==> src/rtl/gpib_listen_hs.sv <==
module gpib_listen_hs #(
  parameter int DATA_W      = 8,
  parameter int SYNC_STAGES = 2
) (
  input  logic              clk,
  input  logic              rst_n,
  input  logic              req,
  input  logic              echo_arm,
  input  logic [DATA_W-1:0] dio_n,
  input  logic              dav_n,
  input  logic              atn_n,
  input  logic              eoi_n,
  input  logic              ifc_n,
  output logic              nrfd_pull,
  output logic              ndac_pull,
  output logic              byte_valid,
  output logic [DATA_W+1:0] byte_word
);

  localparam int SW = (SYNC_STAGES < 2) ? 2 : SYNC_STAGES;

  typedef enum logic [2:0] {S_IDLE, S_READY, S_TAKE, S_DRAIN, S_HOLD} st_t;

  st_t           state;
  logic          echo_en;
  logic [SW-1:0] dav_sr, atn_sr, ifc_sr;
  logic          dav_s, atn_s, ifc_s;
  logic          nrfd_drive, ndac_drive;

  always_ff @(posedge clk or negedge rst_n)
    if (!rst_n) begin
      dav_sr <= '1;
      atn_sr <= '1;
      ifc_sr <= '1;
    end else begin
      dav_sr <= {dav_sr[SW-2:0], dav_n};
      atn_sr <= {atn_sr[SW-2:0], atn_n};
      ifc_sr <= {ifc_sr[SW-2:0], ifc_n};
    end

  assign dav_s = dav_sr[SW-1];
  assign atn_s = atn_sr[SW-1];
  assign ifc_s = ifc_sr[SW-1];

  always_ff @(posedge clk or negedge rst_n)
    if (!rst_n) begin
      state      <= S_IDLE;
      echo_en    <= 1'b1;
      byte_valid <= 1'b0;
      byte_word  <= '0;
    end else begin
      byte_valid <= 1'b0;
      if (!ifc_s) begin
        state   <= S_IDLE;
        echo_en <= 1'b1;
      end else begin
        case (state)
          S_IDLE, S_HOLD:
            if (req) begin
              state   <= S_READY;
              echo_en <= 1'b0;
            end else if (echo_arm) begin
              state   <= S_IDLE;
              echo_en <= 1'b1;
            end
          S_READY:
            if (!dav_s) begin
              byte_word <= {~eoi_n, ~atn_s, ~dio_n};
              state     <= S_TAKE;
            end
          S_TAKE:
            state <= S_DRAIN;
          S_DRAIN:
            if (dav_s) begin
              state      <= S_HOLD;
              byte_valid <= 1'b1;
            end
          default:
            state <= S_IDLE;
        endcase
      end
    end

  assign nrfd_drive = (state == S_TAKE) || (state == S_DRAIN) || (state == S_HOLD);
  assign ndac_drive = (state == S_READY) || (state == S_TAKE) || (state == S_HOLD);

  assign nrfd_pull = nrfd_drive | (echo_en & ~atn_n);
  assign ndac_pull = ndac_drive;

  assert_request_takes_lines_R3: assert property (@(posedge clk) disable iff (!rst_n)
    (req && ifc_s && (state == S_IDLE || state == S_HOLD)) |=> (ndac_pull && !nrfd_pull));

  assert_ndac_release_guarded_R4: assert property (@(posedge clk) disable iff (!rst_n)
    (state != S_IDLE && !ndac_pull) |-> nrfd_pull);

  assert_valid_single_cycle_R5: assert property (@(posedge clk) disable iff (!rst_n)
    byte_valid |=> !byte_valid);

  assert_valid_lines_held_R5: assert property (@(posedge clk) disable iff (!rst_n)
    byte_valid |-> (nrfd_pull && ndac_pull));

  assert_clear_aborts_R8: assert property (@(posedge clk) disable iff (!rst_n)
    !ifc_s |=> (!ndac_pull && !byte_valid));

endmodule

==> config.mk <==
export PLATFORM = sky130hd
export DESIGN_NAME = gpib_listen_hs
export DESIGN_NICKNAME = d
export VERILOG_FILES = /design/src/rtl/gpib_listen_hs.sv
export SDC_FILE = /design/constraint.sdc
export NUM_CORES = 1
export LEC_CHECK = 0
export ABC_AREA = 1
export CAP_MARGIN = 40
export CORE_UTILIZATION = 58
export DETAILED_ROUTE_END_ITERATION = 16
export DONT_BUFFER_PORTS = 1
export PLACE_DENSITY_LB_ADDON = 0.05
export SYNTH_ARGS = -nofsm -noshare
export SYNTH_HDL_FRONTEND = slang
export SYNTH_SLANG_ARGS = --single-unit
==> constraint.sdc <==
create_clock -name clk -period 1.7 [get_ports clk]
set_clock_uncertainty 0.1 [all_clocks]
set_input_delay 0 -clock clk [delete_from_list [all_inputs] [get_ports clk]]
set_output_delay 0 -clock clk [all_outputs]
set_load 0.05 [all_outputs]
==> results.txt, run 1 <==
Nets: 120
Share of cells above drive strength 1: 28.2%
Chip width: 40.6 um
Remaining global-route overflow: 0
Synth Register Bits: 21
Chip Height: 40.6 um
Initial Utilization: 64.0%
Part of the cycle the worst path needs: 95.9%
Mapped cell area: 865 sq um
Peak supply drop: 0.000973 V
Most common cell after layout, fill and taps aside: nand2_1
Number of distinct library cells after synthesis: 16
Clock buffers created by TritonCTS: 3
CP Capture Type: register
CTS sink cnt: 21
RR Startpoint: state[1]$_DFFE_PN0P_
Vias per cell: 5.13
Slew headroom: 64.9%
Area grow syn2layout: 24.6%
Most frequent cells in the layout: 22 x nand2_1, 16 x dlygate4sd3_1, 14 x dfrtp_1, 10 x o21ai_2
Outcome: finished, final reports clean
Seq/Total Area, Yosys: 61.8%
Clock transition at the registers of the reported paths: 0.11 ns
# fillers: 91
Routed len/inst: 12.5 um
Initial antenna violation count: 0
Count of final hold-check violations: 0
Die area: 1650 sq um
LEAKAGE: 0.519 nW
Post-Route WL: 1.48 mm
Dpl cells: 97
# port buffers: 0
Startpoint Class: register
Worst Tran Pin Value: 0.525 ns
# rows: 13
Req. time, crit path: 1.84 ns
Clock latency at the later pin of the worst-skew pair: 0.29 ns
Max Buffers Root-to-Sink: 2
Max frequency: 613 MHz
Worst Hold Class: primary input to asynchronous set/reset pin
Post-DP Area: 876 sq um
Fin crit period: 1.63 ns
Post-route cell area: 1080 sq um
Pwr Density: 1860 nW/um^2
Total inserted antenna cells: 0
DRT Pass-1 Iters: 4
Syn avg cell area: 10.5 sq um
TNS Setup: 0 ns
ANT nets after route: 0
Gr usage total: 19.4%
Vias: 605
H-Tree Depth: 1
RD Place Congestion: 0.788
Yosys warning count: 0
Worst endpoint data arrival time: 1.77 ns
Residual DRC: 0
Non-Filler Instances: 118
Max-cap violations: 0
Num ports: 29
RSZ-0062 raised after global routing: false
DP HPWL: 1.02 mm
DRT iter0 DRCs: 11
Final Setup Violations: 0
Global-route wire length before repair: 2.02 mm
CP Launch Point: state[1]$_DFFE_PN0P_
Largest net degree at the start of global routing: 22
Number of global-route vias before repair: 495
Clock root cell: clkbuf_4
Worst-path maximum fanout: 5
Core area: 1350 sq um
CTS tree: yes
CP Class: register to register
Syn_nets: 98
Post-CTS Setup Inserts: 0
Mapped Cells: 82
Fin. max-slew vios: 0
## layout make-up
type                            instances  area [sq um]  share of cell area (%)
Sequential cell                        21           534                    49.6
Timing Repair Buffer                   19           190                    17.7
Clock buffer                            4          26.3                    2.44
Tap cell                               15          18.8                    1.74
Inverter                                7          26.3                    2.44
Multi-Input combinational cell         52           282                    26.1
## worst max-delay path, cell delays in order (launching register included)
cell           delay [ns]
dfrtp_1              0.43
inv_2                0.12
nand2_1              0.08
o21a_1               0.16
a21oi_1              0.12
dlygate4sd3_1        0.56
## final timing paths
kind                                       end  slack (ns)  cells after the start
min in group clk           ifc_sr[0]$_DFF_PN1_        0.14                      1
max in group asynchronous  dav_sr[1]$_DFF_PN1_        1.22                      2
max                        echo_en$_DFFE_PN1P_        0.07                      5
min                        echo_en$_DFFE_PN1P_        0.05                      1
min reg2reg                ifc_sr[1]$_DFF_PN1_        0.26                      0
max reg2reg                echo_en$_DFFE_PN1P_        0.07                      5
## per-layer routing
| layer | vias up | share of wire [%] | GRT usage [%] |
|---|---|---|---|
| li1 | 307 | - | - |
| met1 | 274 | 44 | 24.3 |
| met2 | 24 | 49 | 31.7 |
| met3 | 0 | 6.9 | 7.07 |
| met4 | 0 | 0 | 5.00 |
| met5 | - | 0 | 0 |
## report_power, final
group | internal, mW | switching, mW
sequential | 0.660 | 0.537
clock | 0.0911 | 0.134
combinational | 0.208 | 0.369
total | 0.959 | 1.04
## synthesized netlist by cell type
cell       n  area share, %
o21ai_2   10             10
inv_1      6            2.6
nor2_1     6            2.6
a21oi_1    1           0.58
nand3_1    7            4.1
o21a_1     1           0.87
dfstp_2    7             21
nor2_4     1            1.3
dfrtp_1   14             41
nand2_1   22            9.6
nand3_2    1            1.2
nor2_2     1           0.72
buf_6      2            2.6
inv_2      1           0.43
o21ai_0    1           0.58
o221ai_1   1            1.0
## logic make-up (layout without fill, tap and decap cells)
kind of cell | Yosys count | count (layout) | synth area share (%)
AO/OA/AOI/OAI | 14 | 14 | 13.2
buffers and inverters | 9 | 30 | 5.64
flip-flops | 21 | 21 | 61.8
AND/OR/NAND/NOR | 38 | 38 | 19.4
## registers in the layout, summed over array words and instances (netlist names)
register and cells:
byte_word 10, state 3, atn_sr 2, dav_sr 2, ifc_sr 2, byte_valid 1
echo_en 1
## stage by stage
| stage | hold WS, ns | setup WS (ns) | utilization (%) | total power [mW] |
|---|---|---|---|---|
| 6_report | 0.0532 | 0.0698 | 79.8 | 2.00 |
| 5_1_grt | 0.0286 | 0.00290 | 79.8 | 2.11 |
| 4_1_cts | 0.129 | 0.0345 | 78.7 | 2.01 |
| 3_5_place_dp | -0.395 | 0.327 | 64.9 | 1.73 |
| 3_3_place_gp | -0.395 | 0.361 | 64.9 | 1.70 |
| 2_1_floorplan | -0.396 | 0.249 | - | 1.64 |
## timing repair
item                                   in CTS  in global routing
hold buffers                               16                  0
setup endpoints to repair                   0                  1
endpoints found under the hold margin      37                  0
gates resized for setup                     0                  2
(Power assumes the default switching activity.)
==> run 2: changes to the inputs <==
- CELL_PAD_IN_SITES_DETAIL_PLACEMENT: default -> 0
- CELL_PAD_IN_SITES_GLOBAL_PLACEMENT: default -> 2
- CORE_UTILIZATION: 58 -> 35
==> run 2 against run 1 <==
Compared with the run above: the flow now finishes with violations (hold timing); via count is 1.3% higher; cell area is 0.23% higher; die area is 62% higher; critical path depth is 2 lower; routed wire length is 1.8% higher; utilization is 32 points lower; cell count is 10% higher; clock power hardly changed; sequential power hardly changed; critical path type is now register to output pin.
==> results.txt, run 2 (synthesis gave the netlist of run 1 again) <==
Chip Height: 51.7 um
Reg with most FFs: byte_word
Startpoint Class: register
Most common cell after layout, fill and taps aside: nand2_1
Remaining global-route overflow: 0
TNS Setup: 0 ns
Clock transition at the registers of the reported paths: 0.11 ns
RD Place Congestion: 0.792
Switching pwr: 1.03 mW
Violated checks: hold timing
Power consumption: 1.97 mW
Sequential Power Share: 60.5%
Non-Filler Instances: 130
DRT Pass-1 Iters: 3
LEAKAGE: 0.516 nW
Num ports: 29
RR Startpoint: ifc_sr[1]$_DFF_PN1_
Post-CTS Setup Inserts: 0
DP HPWL: 1.06 mm
Initial Utilization: 38.0%
Core area: 2280 sq um
H-Tree Depth: 1
Part of the cycle the worst path needs: 89.3%
Switching Fraction: 52.0%
Dpl cells: 110
Residual DRC: 0
Fin Hold WS: -0.0211 ns
CTS sink cnt: 21
Post-Route WL: 1.50 mm
Outcome: complete, but fails checks
Clock root cell: clkbuf_4
Most frequent cells in the layout: 22 x nand2_1, 15 x dlygate4sd3_1, 14 x dfrtp_1, 10 x o21ai_2
Max frequency: 659 MHz
RSZ-0062 raised after global routing: false
DRT iter0 DRCs: 4
Max reg flops: 10
Final Setup Violations: 0
Worst R2R End: byte_word[9]$_DFFE_PN0P_
Total inserted antenna cells: 0
Initial antenna violation count: 0
R2r setup slk: 0.30 ns
Clock latency at the later pin of the worst-skew pair: 0.29 ns
Fin crit period: 1.52 ns
# rows: 17
# fillers: 217
Area grow syn2layout: 24.9%
Slew headroom: 64.8%
Power Internal: 0.947 mW
Fin. max-slew vios: 0
Clock power share: 11.6%
Vias per cell: 4.72
Routed len/inst: 11.6 um
Highest routed layer: met4
Critical Path Max Stage Delay: 0.43 ns
Die area: 2670 sq um
Max-cap violations: 0
Count of final hold-check violations: 7
Chip width: 51.7 um
Nets: 119
Peak supply drop: 0.000998 V
Req. time, crit path: 1.60 ns
M1 WL: 664 um
# port buffers: 0
Worst-path maximum fanout: 5
CTS tree: yes
Largest net degree at the start of global routing: 22
Worst endpoint data arrival time: 1.42 ns
ANT nets after route: 0
Worst Tran Pin Value: 0.527 ns
Routed met2 length: 760 um
Max Buffers Root-to-Sink: 2
Worst path cell trace: inv_1 -> nand3_1 -> nand3_1
Crit-path slowest cell: nand3_1
Worst Hold Class: primary input to asynchronous set/reset pin
Met3 Wirelength: 63 um
Logic gate share of total power: 27.9%
Largest regs: byte_word x10, state x3
Clock buffers created by TritonCTS: 3
CP Capture Type: output pin
CP Class: register to output pin
Most frequent CP cell: nand3_1
Vias: 613
Pwr Density: 1830 nW/um^2
Share of cells above drive strength 1: 26.5%
Gr usage total: 13.4%
Reg2Reg Depth: 6
Global-route wire length before repair: 2.59 mm
Number of global-route vias before repair: 627
## run 2: changes by cell type in the layout (fill, tap and decap cells not counted)
cell,previous run,this run
buf_8,1,0
dlygate4sd3_1,16,15
inv_2,3,1
inv_1,4,6
buf_6,0,1
## run 2: metal layers
| metal | vias up | GRT usage [%] |
|---|---|---|
| li1 | 306 | - |
| met1 | 292 | 14.9 |
| met2 | 13 | 23.4 |
| met3 | 2 | 4.39 |
| met4 | 0 | 5.41 |
| met5 | - | 0 |
## run 2: worst max-delay path by stage
stage,startpoint,endpoint,slack (ns),depth (start not counted)
2_1_floorplan,echo_en$_DFFE_PN1P_,nrfd_pull,0.25,2
3_3_place_gp,ifc_sr[1]$_DFF_PN1_,byte_word[1]$_DFFE_PN0P_,0.33,6
3_5_place_dp,ifc_sr[1]$_DFF_PN1_,byte_word[7]$_DFFE_PN0P_,0.31,6
4_1_cts,state[1]$_DFFE_PN0P_,ndac_pull,0.16,3
5_1_grt,state[1]$_DFFE_PN0P_,ndac_pull,0.08,3
6_report,state[1]$_DFFE_PN0P_,ndac_pull,0.18,3
## run 2: final cells by class
class,instances,area (sq um),share of cell area (%)
clock buffers,4,26.3,2.43
inverters,7,26.3,2.43
multi-input cells,52,282,26.1
flip-flops and latches,21,534,49.5
well taps,28,35.0,3.24
repair buffers,18,176,16.3
## run 2: worst max-delay path: cells and delay by family (launching register included)
kind | cells | cell delay (ns)
DFF | 1 | 0.42
and+or+nand+nor | 2 | 0.55
buffers and inverters | 1 | 0.16
## run 2: metrics by stage
stage | setup WS, ns | instance area [sq um] | hold WS [ns] | util (%)
3_3_place_gp | 0.334 | 892 | -0.395 | 39.2
3_5_place_dp | 0.307 | 892 | -0.395 | 39.2
4_1_cts | 0.160 | 1070 | 0.117 | 46.9
2_1_floorplan | 0.249 | 865 | -0.396 | -
5_1_grt | 0.0793 | 1080 | 0.000978 | 47.4
6_report | 0.182 | 1080 | -0.0211 | 47.4
## run 2: repair_timing
| action | 4_1_cts | 5_1_grt |
|---|---|---|
| hold buffers | 15 | 0 |
| endpoints found under the hold margin | 37 | 0 |
| resized for setup | 0 | 0 |
## run 2: power by group through the flow
stage	combinational [mW]	sequential (mW)	clock, mW
after detailed placement	0.512	1.21	0
after global placement	0.517	1.21	0
after global routing	0.629	1.21	0.257
after floorplan	0.456	1.18	0
after CTS	0.553	1.20	0.247
final	0.551	1.19	0.228
